$ cat src/rtl/gp_timer_pkg.sv
package gp_timer_pkg;
  localparam logic [7:0] A_CTRL  = 8'h00;
  localparam logic [7:0] A_IEN   = 8'h0C;
  localparam logic [7:0] A_STS   = 8'h10;
  localparam logic [7:0] A_SWEV  = 8'h14;
  localparam logic [7:0] A_MODE  = 8'h18;
  localparam logic [7:0] A_CHCTL = 8'h20;
  localparam logic [7:0] A_CNT   = 8'h24;
  localparam logic [7:0] A_PSC   = 8'h28;
  localparam logic [7:0] A_PER   = 8'h2C;
  localparam logic [7:0] A_CDAT  = 8'h34;

  typedef struct packed {
    logic [1:0] flt_div;
    logic       per_buf;
    logic       one_shot;
    logic       src_sel;
    logic       ovf_dis;
    logic       cnt_en;
  } ctrl_t;

  typedef struct packed {
    logic cmp_buf;
    logic in_mode;
  } mode_t;

  typedef struct packed {
    logic pol;
    logic ch_en;
  } chctl_t;
endpackage

$ cat src/rtl/gp_timer_cnt.sv
module gp_timer_cnt #(
  parameter int unsigned CNT_W = 16
) (
  input  logic             clk_i,
  input  logic             rst_ni,
  input  logic             en_i,
  input  logic             ovf_dis_i,
  input  logic             src_sel_i,
  input  logic             sw_req_i,
  input  logic [CNT_W-1:0] per_i,
  input  logic [CNT_W-1:0] psc_i,
  input  logic             cnt_wr_i,
  input  logic [CNT_W-1:0] cnt_wdata_i,
  output logic [CNT_W-1:0] cnt_o,
  output logic [CNT_W-1:0] cnt_nxt_o,
  output logic             step_o,
  output logic             ev_o
);
  logic [CNT_W-1:0] cnt_q, psc_q, psc_nxt;
  logic tick, hw_ovf, sw_acc;

  assign tick   = en_i && (psc_q == psc_i);
  assign hw_ovf = tick && (cnt_q >= per_i);
  assign sw_acc = sw_req_i && !ovf_dis_i && !src_sel_i;
  assign ev_o   = (hw_ovf && !ovf_dis_i) || sw_acc;
  assign step_o = tick && !cnt_wr_i && !sw_acc;

  always_comb begin
    if (cnt_wr_i)    cnt_nxt_o = cnt_wdata_i;
    else if (sw_acc) cnt_nxt_o = '0;
    else if (tick)   cnt_nxt_o = hw_ovf ? '0 : cnt_q + 1'b1;
    else             cnt_nxt_o = cnt_q;
  end

  always_comb begin
    if (sw_acc)    psc_nxt = '0;
    else if (tick) psc_nxt = '0;
    else if (en_i) psc_nxt = psc_q + 1'b1;
    else           psc_nxt = psc_q;
  end

  always_ff @(posedge clk_i or negedge rst_ni) begin
    if (!rst_ni) begin
      cnt_q <= '0;
      psc_q <= '0;
    end else begin
      cnt_q <= cnt_nxt_o;
      psc_q <= psc_nxt;
    end
  end

  assign cnt_o = cnt_q;


  psc_bound_chk: assert property (@(posedge clk_i) disable iff (!rst_ni)
    psc_q <= psc_i);
endmodule

$ cat src/rtl/gp_timer_chan.sv
module gp_timer_chan #(
  parameter int unsigned CNT_W = 16
) (
  input  logic             clk_i,
  input  logic             rst_ni,
  input  logic             cap_i,
  input  logic [1:0]       flt_div_i,
  input  logic             in_mode_i,
  input  logic             ch_en_i,
  input  logic             pol_i,
  input  logic [CNT_W-1:0] cnt_i,
  input  logic [CNT_W-1:0] cmp_i,
  input  logic             step_i,
  input  logic [CNT_W-1:0] cnt_nxt_i,
  output logic             cap_evt_o,
  output logic             match_o,
  output logic             cmp_o
);
  localparam int unsigned DIV_W = 2;

  logic s1_q, s2_q, samp_q, samp_en, edge_hit;
  logic [DIV_W-1:0] div_q;

  always_comb begin
    unique case (flt_div_i)
      2'b01:   samp_en = ~div_q[0];
      2'b10:   samp_en = (div_q == '0);
      default: samp_en = 1'b1;
    endcase
  end

  always_ff @(posedge clk_i or negedge rst_ni) begin
    if (!rst_ni) begin
      s1_q   <= 1'b0;
      s2_q   <= 1'b0;
      samp_q <= 1'b0;
      div_q  <= '0;
    end else begin
      s1_q  <= cap_i;
      s2_q  <= s1_q;
      div_q <= div_q + 1'b1;
      if (samp_en) samp_q <= s2_q;
    end
  end

  assign edge_hit  = pol_i ? (samp_q & ~s2_q) : (~samp_q & s2_q);
  assign cap_evt_o = in_mode_i & ch_en_i & samp_en & edge_hit;
  assign match_o   = ~in_mode_i & ch_en_i & step_i & (cnt_nxt_i == cmp_i);
  assign cmp_o     = ~in_mode_i & ch_en_i & ((cnt_i < cmp_i) ^ pol_i);


  samp_div4_chk: assert property (@(posedge clk_i) disable iff (!rst_ni)
    (flt_div_i == 2'b10 && samp_en && $past(flt_div_i) == 2'b10) |=> !samp_en);
endmodule

$ cat src/rtl/gp_timer_regs.sv
module gp_timer_regs
  import gp_timer_pkg::*;
#(
  parameter int unsigned CNT_W = 16,
  parameter int unsigned AW    = 8,
  parameter int unsigned DW    = 32
) (
  input  logic             clk_i,
  input  logic             rst_ni,
  input  logic             req_i,
  input  logic             we_i,
  input  logic [AW-1:0]    addr_i,
  input  logic [DW-1:0]    wdata_i,
  output logic [DW-1:0]    rdata_o,
  input  logic             ev_i,
  input  logic             cap_evt_i,
  input  logic             match_i,
  input  logic [CNT_W-1:0] cnt_i,
  output ctrl_t            ctrl_o,
  output mode_t            mode_o,
  output chctl_t           chctl_o,
  output logic [CNT_W-1:0] per_act_o,
  output logic [CNT_W-1:0] psc_act_o,
  output logic [CNT_W-1:0] cmp_act_o,
  output logic             cnt_wr_o,
  output logic [CNT_W-1:0] cnt_wdata_o,
  output logic             sw_req_o,
  output logic             irq_o
);
  localparam int unsigned FLG_N = 2;

  ctrl_t  ctrl_q;
  mode_t  mode_q;
  chctl_t chctl_q;
  logic [FLG_N-1:0] ien_q, sts_q;
  logic [CNT_W-1:0] per_q, psc_q, cdat_q, per_act_q, psc_act_q, cmp_act_q;
  logic wr, wr_ctrl, wr_ien, wr_sts, wr_mode, wr_chctl, wr_per, wr_psc, wr_cdat;
  logic unused_wdata;

  assign wr       = req_i & we_i;
  assign wr_ctrl  = wr && addr_i == A_CTRL;
  assign wr_ien   = wr && addr_i == A_IEN;
  assign wr_sts   = wr && addr_i == A_STS;
  assign wr_mode  = wr && addr_i == A_MODE;
  assign wr_chctl = wr && addr_i == A_CHCTL;
  assign wr_per   = wr && addr_i == A_PER;
  assign wr_psc   = wr && addr_i == A_PSC;
  assign wr_cdat  = wr && addr_i == A_CDAT && !mode_q.in_mode;
  assign cnt_wr_o    = wr && addr_i == A_CNT;
  assign cnt_wdata_o = wdata_i[CNT_W-1:0];
  assign sw_req_o    = wr && addr_i == A_SWEV && wdata_i[0];
  assign unused_wdata = ^wdata_i;

  always_ff @(posedge clk_i or negedge rst_ni) begin
    if (!rst_ni) begin
      ctrl_q    <= '0;
      mode_q    <= '0;
      chctl_q   <= '0;
      ien_q     <= '0;
      sts_q     <= '0;
      per_q     <= '0;
      psc_q     <= '0;
      cdat_q    <= '0;
      per_act_q <= '0;
      psc_act_q <= '0;
      cmp_act_q <= '0;
    end else begin
      if (wr_ctrl) ctrl_q <= '{flt_div: wdata_i[9:8], per_buf: wdata_i[7],
                               one_shot: wdata_i[3], src_sel: wdata_i[2],
                               ovf_dis: wdata_i[1], cnt_en: wdata_i[0]};
      if (ev_i && ctrl_q.one_shot) ctrl_q.cnt_en <= 1'b0;
      if (wr_mode)  mode_q  <= '{cmp_buf: wdata_i[3], in_mode: wdata_i[0]};
      if (wr_chctl) chctl_q <= '{pol: wdata_i[1], ch_en: wdata_i[0]};
      if (wr_ien)   ien_q   <= wdata_i[FLG_N-1:0];
      // flags: write 0 clears, hardware set wins
      if (wr_sts)    sts_q    <= sts_q & wdata_i[FLG_N-1:0];
      if (ev_i)      sts_q[0] <= 1'b1;
      if (cap_evt_i || match_i) sts_q[1] <= 1'b1;
      if (wr_per) begin
        per_q <= wdata_i[CNT_W-1:0];
        if (!ctrl_q.per_buf) per_act_q <= wdata_i[CNT_W-1:0];
      end
      if (wr_psc) psc_q <= wdata_i[CNT_W-1:0];
      if (wr_cdat) begin
        cdat_q <= wdata_i[CNT_W-1:0];
        if (!mode_q.cmp_buf) cmp_act_q <= wdata_i[CNT_W-1:0];
      end
      if (cap_evt_i) cdat_q <= cnt_i;
      if (ev_i) begin
        per_act_q <= per_q;
        psc_act_q <= psc_q;
        cmp_act_q <= cdat_q;
      end
    end
  end

  always_comb begin
    rdata_o = '0;
    unique case (addr_i)
      A_CTRL:  rdata_o = DW'({ctrl_q.flt_div, ctrl_q.per_buf, 3'b000, ctrl_q.one_shot,
                              ctrl_q.src_sel, ctrl_q.ovf_dis, ctrl_q.cnt_en});
      A_IEN:   rdata_o = DW'(ien_q);
      A_STS:   rdata_o = DW'(sts_q);
      A_MODE:  rdata_o = DW'({mode_q.cmp_buf, 2'b00, mode_q.in_mode});
      A_CHCTL: rdata_o = DW'({chctl_q.pol, chctl_q.ch_en});
      A_CNT:   rdata_o = DW'(cnt_i);
      A_PSC:   rdata_o = DW'(psc_q);
      A_PER:   rdata_o = DW'(per_q);
      A_CDAT:  rdata_o = DW'(cdat_q);
      default: rdata_o = '0;
    endcase
  end

  assign irq_o     = |(sts_q & ien_q);
  assign ctrl_o    = ctrl_q;
  assign mode_o    = mode_q;
  assign chctl_o   = chctl_q;
  assign per_act_o = per_act_q;
  assign psc_act_o = psc_act_q;
  assign cmp_act_o = cmp_act_q;


  ovf_flag_src_chk: assert property (@(posedge clk_i) disable iff (!rst_ni)
    $rose(sts_q[0]) |-> $past(ev_i));

  one_shot_stop_chk: assert property (@(posedge clk_i) disable iff (!rst_ni)
    (ev_i && ctrl_q.one_shot) |=> !ctrl_q.cnt_en);

  per_hold_chk: assert property (@(posedge clk_i) disable iff (!rst_ni)
    (!ev_i && !(wr_per && !ctrl_q.per_buf)) |=> $stable(per_act_q));

  cap_store_chk: assert property (@(posedge clk_i) disable iff (!rst_ni)
    cap_evt_i |=> (cdat_q == $past(cnt_i)) && sts_q[1]);
endmodule

$ cat src/rtl/gp_timer.sv
module gp_timer
  import gp_timer_pkg::*;
#(
  parameter int unsigned CNT_W = 16,
  parameter int unsigned AW    = 8,
  parameter int unsigned DW    = 32
) (
  input  logic          clk_i,
  input  logic          rst_ni,
  input  logic          req_i,
  input  logic          we_i,
  input  logic [AW-1:0] addr_i,
  input  logic [DW-1:0] wdata_i,
  output logic [DW-1:0] rdata_o,
  input  logic          cap_i,
  output logic          cmp_o,
  output logic          irq_o
);
  ctrl_t  ctrl;
  mode_t  mode;
  chctl_t chctl;
  logic [CNT_W-1:0] per_act, psc_act, cmp_act, cnt, cnt_nxt, cnt_wdata;
  logic cnt_wr, sw_req, ev, step, cap_evt, match;

  gp_timer_regs #(.CNT_W(CNT_W), .AW(AW), .DW(DW)) u_regs (
    .clk_i, .rst_ni, .req_i, .we_i, .addr_i, .wdata_i, .rdata_o,
    .ev_i(ev), .cap_evt_i(cap_evt), .match_i(match), .cnt_i(cnt),
    .ctrl_o(ctrl), .mode_o(mode), .chctl_o(chctl),
    .per_act_o(per_act), .psc_act_o(psc_act), .cmp_act_o(cmp_act),
    .cnt_wr_o(cnt_wr), .cnt_wdata_o(cnt_wdata), .sw_req_o(sw_req), .irq_o
  );

  gp_timer_cnt #(.CNT_W(CNT_W)) u_cnt (
    .clk_i, .rst_ni,
    .en_i(ctrl.cnt_en), .ovf_dis_i(ctrl.ovf_dis), .src_sel_i(ctrl.src_sel),
    .sw_req_i(sw_req), .per_i(per_act), .psc_i(psc_act),
    .cnt_wr_i(cnt_wr), .cnt_wdata_i(cnt_wdata),
    .cnt_o(cnt), .cnt_nxt_o(cnt_nxt), .step_o(step), .ev_o(ev)
  );

  gp_timer_chan #(.CNT_W(CNT_W)) u_chan (
    .clk_i, .rst_ni, .cap_i,
    .flt_div_i(ctrl.flt_div), .in_mode_i(mode.in_mode),
    .ch_en_i(chctl.ch_en), .pol_i(chctl.pol),
    .cnt_i(cnt), .cmp_i(cmp_act), .step_i(step), .cnt_nxt_i(cnt_nxt),
    .cap_evt_o(cap_evt), .match_o(match), .cmp_o
  );
endmodule

$ cat config.mk
export PLATFORM = sky130hd
export DESIGN_NAME = gp_timer
export DESIGN_NICKNAME = d
export VERILOG_FILES = /design/src/rtl/gp_timer_pkg.sv /design/src/rtl/gp_timer_cnt.sv /design/src/rtl/gp_timer_chan.sv /design/src/rtl/gp_timer_regs.sv /design/src/rtl/gp_timer.sv
export SDC_FILE = /design/constraint.sdc
export NUM_CORES = 1
export LEC_CHECK = 0
export BUFFER_PORTS_ARGS = -buffer_cell sky130_fd_sc_hd__clkbuf_2
export CAP_MARGIN = 20
export CORE_MARGIN = 5
export CORE_UTILIZATION = 65
export DETAILED_ROUTE_END_ITERATION = 12
export GPL_TIMING_DRIVEN = 0
export PLACE_DENSITY = 0.9
export SYNTH_ARGS = -nofsm -noshare
export SYNTH_HDL_FRONTEND = slang
export SYNTH_SLANG_ARGS = --single-unit
$ cat constraint.sdc
create_clock -name clk_i -period 6.25 [get_ports clk_i]
set_input_delay 1.25 -clock clk_i [delete_from_list [all_inputs] [get_ports clk_i]]
set_output_delay 1.25 -clock clk_i [all_outputs]
set_load 0.01 [all_outputs]
Word level (Yosys, flattened, before mapping)

Cells that the tools add are included.

Register bits after elaboration: 148
Latch bits: 0
Bits in writable memories: 0
ROM bits: 0
Bits of input ports: 45
Memories kept: 0

Add/subtract/negate cells: 3
Multiply operators: 0
Div/mod/pow operators: 0
Order comparisons: 2
Equality and inequality tests: 15
Shift-type cells: 0
Muxes and demuxes: 23
Bitwise gates (word level): 17
Reduce and logical (&&, ||, !) cells: 39

Operators by type and width:

| kind                    | number |
|---|---|
| $mux W16                | 15 |
| $pmux W16 S9            | 1 |
| $eq A8 B6 Y1 const B    | 5 |
| $add A16 B1 Y16 const B | 2 |
| $eq A16 B16 Y1          | 2 |
| $eq A8 B5 Y1 const B    | 3 |
| $logic_and A1 B1 Y1     | 20 |
| $ge A16 B16 Y1          | 1 |
| $lt A16 B16 Y1          | 1 |
| $reduce_bool A2 Y1      | 6 |
| $and A1 B1 Y1           | 10 |
| $eq A8 B4 Y1 const B    | 1 |
| $logic_not A8 Y1        | 1 |
| $logic_not A1 Y1        | 5 |
| $mux W1                 | 5 |
| $and A2 B2 Y2           | 2 |
| $ne A2 B1 Y1 const B    | 2 |
| $not A1 Y1              | 4 |
| $reduce_and A2 Y1       | 2 |
| $reduce_bool A3 Y1      | 1 |
| $add A2 B1 Y2 const B   | 1 |
| $eq A2 B1 Y1 const B    | 1 |
| $eq A2 B2 Y1 const B    | 1 |
| $logic_not A2 Y1        | 1 |
| 5 further kinds         | 6 |

Depth between registers and ports, before layout

Depth after elaboration: 11
Depth in mapped cells: 12

Cells and area by module

From an unflattened synthesis, not the netlist that was laid out.

Cell total of the unflattened synthesis: 853
Area, all modules: 8947.3 um2

Modules (own cells, without submodules):

| module        | instances | cells an instance | area each (um2) |
|---|---|---|---|
| gp_timer_regs | 1         | 483               | 5659.2 |
| gp_timer_cnt  | 1         | 274               | 2474.9 |
| gp_timer_chan | 1         | 96                | 813.3 |

Worst setup path before layout

No wires, ideal clock.

Path type: input to output
From: in addr_i[4]
To: out rdata_o[9]
Arrival time: 2801 ps
Data required time: 5000 ps
Slack: 2199 ps
Stages: 7
Buffers on the path: 2
Path through: buf_2 -> nand3b_1 -> or3_1 -> nor2_1 -> clkbuf_1 -> a22oi_1 -> nand3_1

Word-level cells in the longest chain between the ends: 2

Ends and longest elaborated chain:

| what                                 | RTL line            | RTL |
|---|---|---|
| from (decl)                          | gp_timer.sv:12      | `input logic [AW-1:0] addr_i,` |
| $eq A8 B6 Y1 (tied with other cells) | gp_timer_regs.sv:99 | `unique case (addr_i)` |
| $pmux W16 S9 (*)                     | gp_timer_regs.sv:99 |  |
| to (decl)                            | gp_timer.sv:14      | `output logic [DW-1:0] rdata_o,` |

Every way passes the cells marked *; elsewhere a longest branch is shown, timed or not.

Worst setup path in the final report

From: in addr_i[4]
To: out rdata_o[11]

Same word-level chain as after synthesis.

==> impl_metrics.ini <==
[outcome]
status = finished, final reports clean

[timing]
timing.max_slew.rel_slack_pct = 35.8
timing.final.ws_setup_ns = 1.10
layout_min_cycle_time_ns = 5.15
rsz0062_at_grt = no
achievable-frequency_ghz = 0.194
finalSetupViolCount = 0
setup_tns_ns = 0
tightest_slew_ns = 0.958
report.final.hold_viol_count = 0
holdWs_ns = 0.349
final_max_slew_viol_count = 0
finClkSkew_ns = 0.00977
period_share_pct = 82.4

[critical_path]
ff2ff_setup_slack_ns = 2.57
worst_r2r_startpoint = u_cnt.cnt_o[0]$_DFF_PN0_
crit_buf_inv = 4
max_stage_delay_ns = 0.68
worstSetupStartpoint = addr_i[4]
timing.critical_path.depth = 9
crit_path_max_delay_family = simple AND/OR/NAND/NOR gates
worst-path-max-fanout = 10
kind_of_start_point_of_the_critical_path = primary input
worst-r2r-cell-count = 12
worstPathCellList = clkbuf_2 -> buf_2 -> nand3b_1 -> or3_1 -> nor2_1 -> clkbuf_1 -> nand2_1 -> nand2_1 -> clkbuf_2
endpoint = rdata_o[11]
crit_required_ns = 5.00
path_class = primary input to output port
cp-end-kind = output port
reg2reg_end = u_regs.per_act_o[13]$_DFFE_PN0P_
cpMaxStageDelayCell = nor2_1
arrival_ns = 3.90

[drt]
wl_met2_um = 11700
total_number_of_vias = 7390
routed.top_layer = met5
drcViolationCount = 0
first_pass_iters = 7
wire_per_inst_um = 21.8
drt-initial-drc-count = 1054
wl_met3_um = 2450
postRouteWirelength_um = 24900
route.antenna.remaining_nets = 0
route.layer.met1.wl_um = 9780
drt-vias-per-instance = 6.47

[placed_design]
globalplace.congestion = 1.04
pre_cts_ws_ns = 1.29
port_buffers = 42
detailedPlacementHpwl_um = 17900
area_after_dpl_um2 = 9140

[clocking]
cts_root_buf = clkbuf_16
post-cts-setup-buffers = 0
post_cts_gate_resize_count = 0
clock_insertion_delay_worst_skew_ns = 0.44
numCtsBuffers = 17
tritoncts = built
post_cts_hold_buffer_count = 0
ctsHtreeMaxLevel = 4
clk_path_buf_depth = 2
worst_setup_hold_path_clk_slew_ns = 0.06
clock-sinks = 148

[grt]
globalRoute.totalOverflow = 0
grt_first_pass_wirelength_um = 39400
largest_net_degree_at_the_start_of_global_routing = 78
grt_antenna_before_repair = 1
grt.total_usage_pct = 32.1
number_of_global_route_vias_before_repair = 7219

[die]
row_count = 42
area_of_the_core_um2 = 13100
die_width_um = 125
die-height_um = 125
initial_utilization_pct = 65.6
design.portCount = 79
die_area_um2 = 15700

[synthesis]
post_synth_instance_area_um2 = 8620
yosysMostFrequentCell = dfrtp_1
synth-warning-count = 0
yosys.area_share.xor_xnor_pct = 4.37
dominantRegCellSynth = dfrtp_1
synth.area.mux_share_pct = 12.1
synth_commonest_cells = 148 x dfrtp_1, 94 x nor2_1, 81 x nand2_1
synth_area_per_cell_um2 = 9.82
synth.lib_cells_used.distinct = 70
synth.yosys.seq_area_share_pct = 43.0
post-synth-top-area-fraction_pct = 43.0
synth-compound-area-share_pct = 13.7
main_combinational_cell_family_by_area_after_synthesis = simple AND/OR/NAND/NOR gates
ys_seq_elements = 148
synth_top_cells_by_area = dfrtp_1 43%, mux2_2 6.3%, ha_1 5.2%
synth_cells = 877
synth_edf_count = 0
post-synth-top-area-cell = dfrtp_1
post_synth_arst_share_pct = 100
post_synth_and_or_nand_nor_area_fraction_pct = 16.1
synth_adder_area_share_pct = 5.23

[cells_and_area]
layout.nets = 1035
diodes = 0
design_area_um2 = 9720
drive_gt1_share_pct = 18.5
synth_to_layout_area_growth_pct = 12.8
final.fill_count = 960

[job]
drv_cap = 0

[power]
vdd.ir_drop.worst_v = 0.000245
power.leakage_nw = 4.76
power.density_nw_per_um2 = 279

[worst_hold_path]
hold_class = flip-flop to flip-flop
[per-layer routing]
| metal | track usage, % | vias up |
|---|---|---|
| met3 | 8.49 | 91 |
| met2 | 49.9 | 451 |
| met1 | 42.8 | 3586 |
| li1 | - | 3260 |
| met4 | 13.8 | 2 |
| met5 | 0 | - |
[final cells by class]
| type | instances | area, um^2 | area share (%) |
|---|---|---|---|
| Multi-Input combinational cell | 643 | 4500 | 46.3 |
| Sequential cell | 148 | 3700 | 38.1 |
| Clock buffer | 19 | 443 | 4.56 |
| Buffer | 58 | 309 | 3.18 |
| Timing Repair Buffer | 43 | 246 | 2.54 |
| Tap cell | 176 | 220 | 2.27 |
| Inverter | 43 | 161 | 1.66 |
| Clock inverter | 13 | 135 | 1.39 |
[power by group]
group / internal, mW / switching (mW) / total [mW]
Clock: 0.595 / 0.414 / 1.01
Sequential: 1.05 / 0.0923 / 1.14
Combinational: 0.237 / 0.325 / 0.562
[through the flow]
step,std cells,util (%),power [mW]
6_report,1143,74.0,2.71
3_3_place_gp,1110,69.3,1.67
2_1_floorplan,892,-,1.52
3_5_place_dp,1111,69.6,1.69
4_1_cts,1143,74.0,2.70
5_1_grt,1143,74.0,2.83
[flip-flops by register name, indices dropped and copies added, names as in the netlist]
name              count
u_regs.mode_o         2
u_regs.ien_q          2
u_regs.per_act_o     16
u_regs.cmp_act_o     16
u_cnt.cnt_o          16
u_regs.psc_act_o     16
u_regs.psc_q         16
u_regs.cdat_q        16
u_regs.per_q         16
u_regs.sts_q          2
u_chan.div_q          2
u_cnt.psc_q          16
u_chan.s2_q           1
u_regs.ctrl_o         7
u_regs.chctl_o        2
u_chan.samp_q         1
u_chan.s1_q           1
[cell families after synthesis]
| kind of cell | Yosys count |
|---|---|
| compound gates | 169 |
| xor+xnor | 43 |
| fa+ha+maj | 36 |
| buf+inv | 101 |
| flops | 148 |
| mux | 97 |
| other cells | 1 |
| simple gates | 282 |
[worst min path at each step]
| stage | from | to | slack, ns | cells past startpoint |
|---|---|---|---|---|
| after detailed placement | u_chan.s1_q$_DFF_PN0_ | u_chan.s2_q$_DFF_PN0_ | 0.34 | 0 |
| after global routing | u_chan.s1_q$_DFF_PN0_ | u_chan.s2_q$_DFF_PN0_ | 0.37 | 0 |
| after global placement | u_chan.s1_q$_DFF_PN0_ | u_chan.s2_q$_DFF_PN0_ | 0.33 | 0 |
| after CTS | u_chan.s1_q$_DFF_PN0_ | u_chan.s2_q$_DFF_PN0_ | 0.35 | 0 |
| final | u_chan.s1_q$_DFF_PN0_ | u_chan.s2_q$_DFF_PN0_ | 0.35 | 0 |
| after floorplan | u_chan.s1_q$_DFF_PN0_ | u_chan.s2_q$_DFF_PN0_ | 0.33 | 0 |
[cells in the final DEF (no fill, tap or decap), types with 11 or more instances in the layout]
master and instances:
dfrtp_1 148, mux2i_1 37, buf_2 16, clkbuf_2 41, buf_4 17, o22ai_1 17
a22oi_1 13, mux2_2 48, xnor2_1 22, mux2_1 12, conb_1 16, o21ai_0 20
inv_1 42, nor2_1 94, xor2_1 21, nand3_1 25, a21o_1 11, a21oi_1 53
clkbuf_1 25, clkbuf_16 17, nand2_1 81, ha_1 36
[worst register-to-register path: stages (launching register included)]
cell	delay, ns
dfrtp_1	0.51
inv_1	0.08
ha_1	0.26
nand2b_1	0.16
a2111oi_2	0.42
nor4b_1	0.17
o311ai_2	0.38
buf_4	0.26
a21o_1	0.12
clkbuf_1	0.36
buf_2	0.34
buf_2	0.36
a21oi_1	0.12
Note: power is estimated with default switching activity, not from simulation.
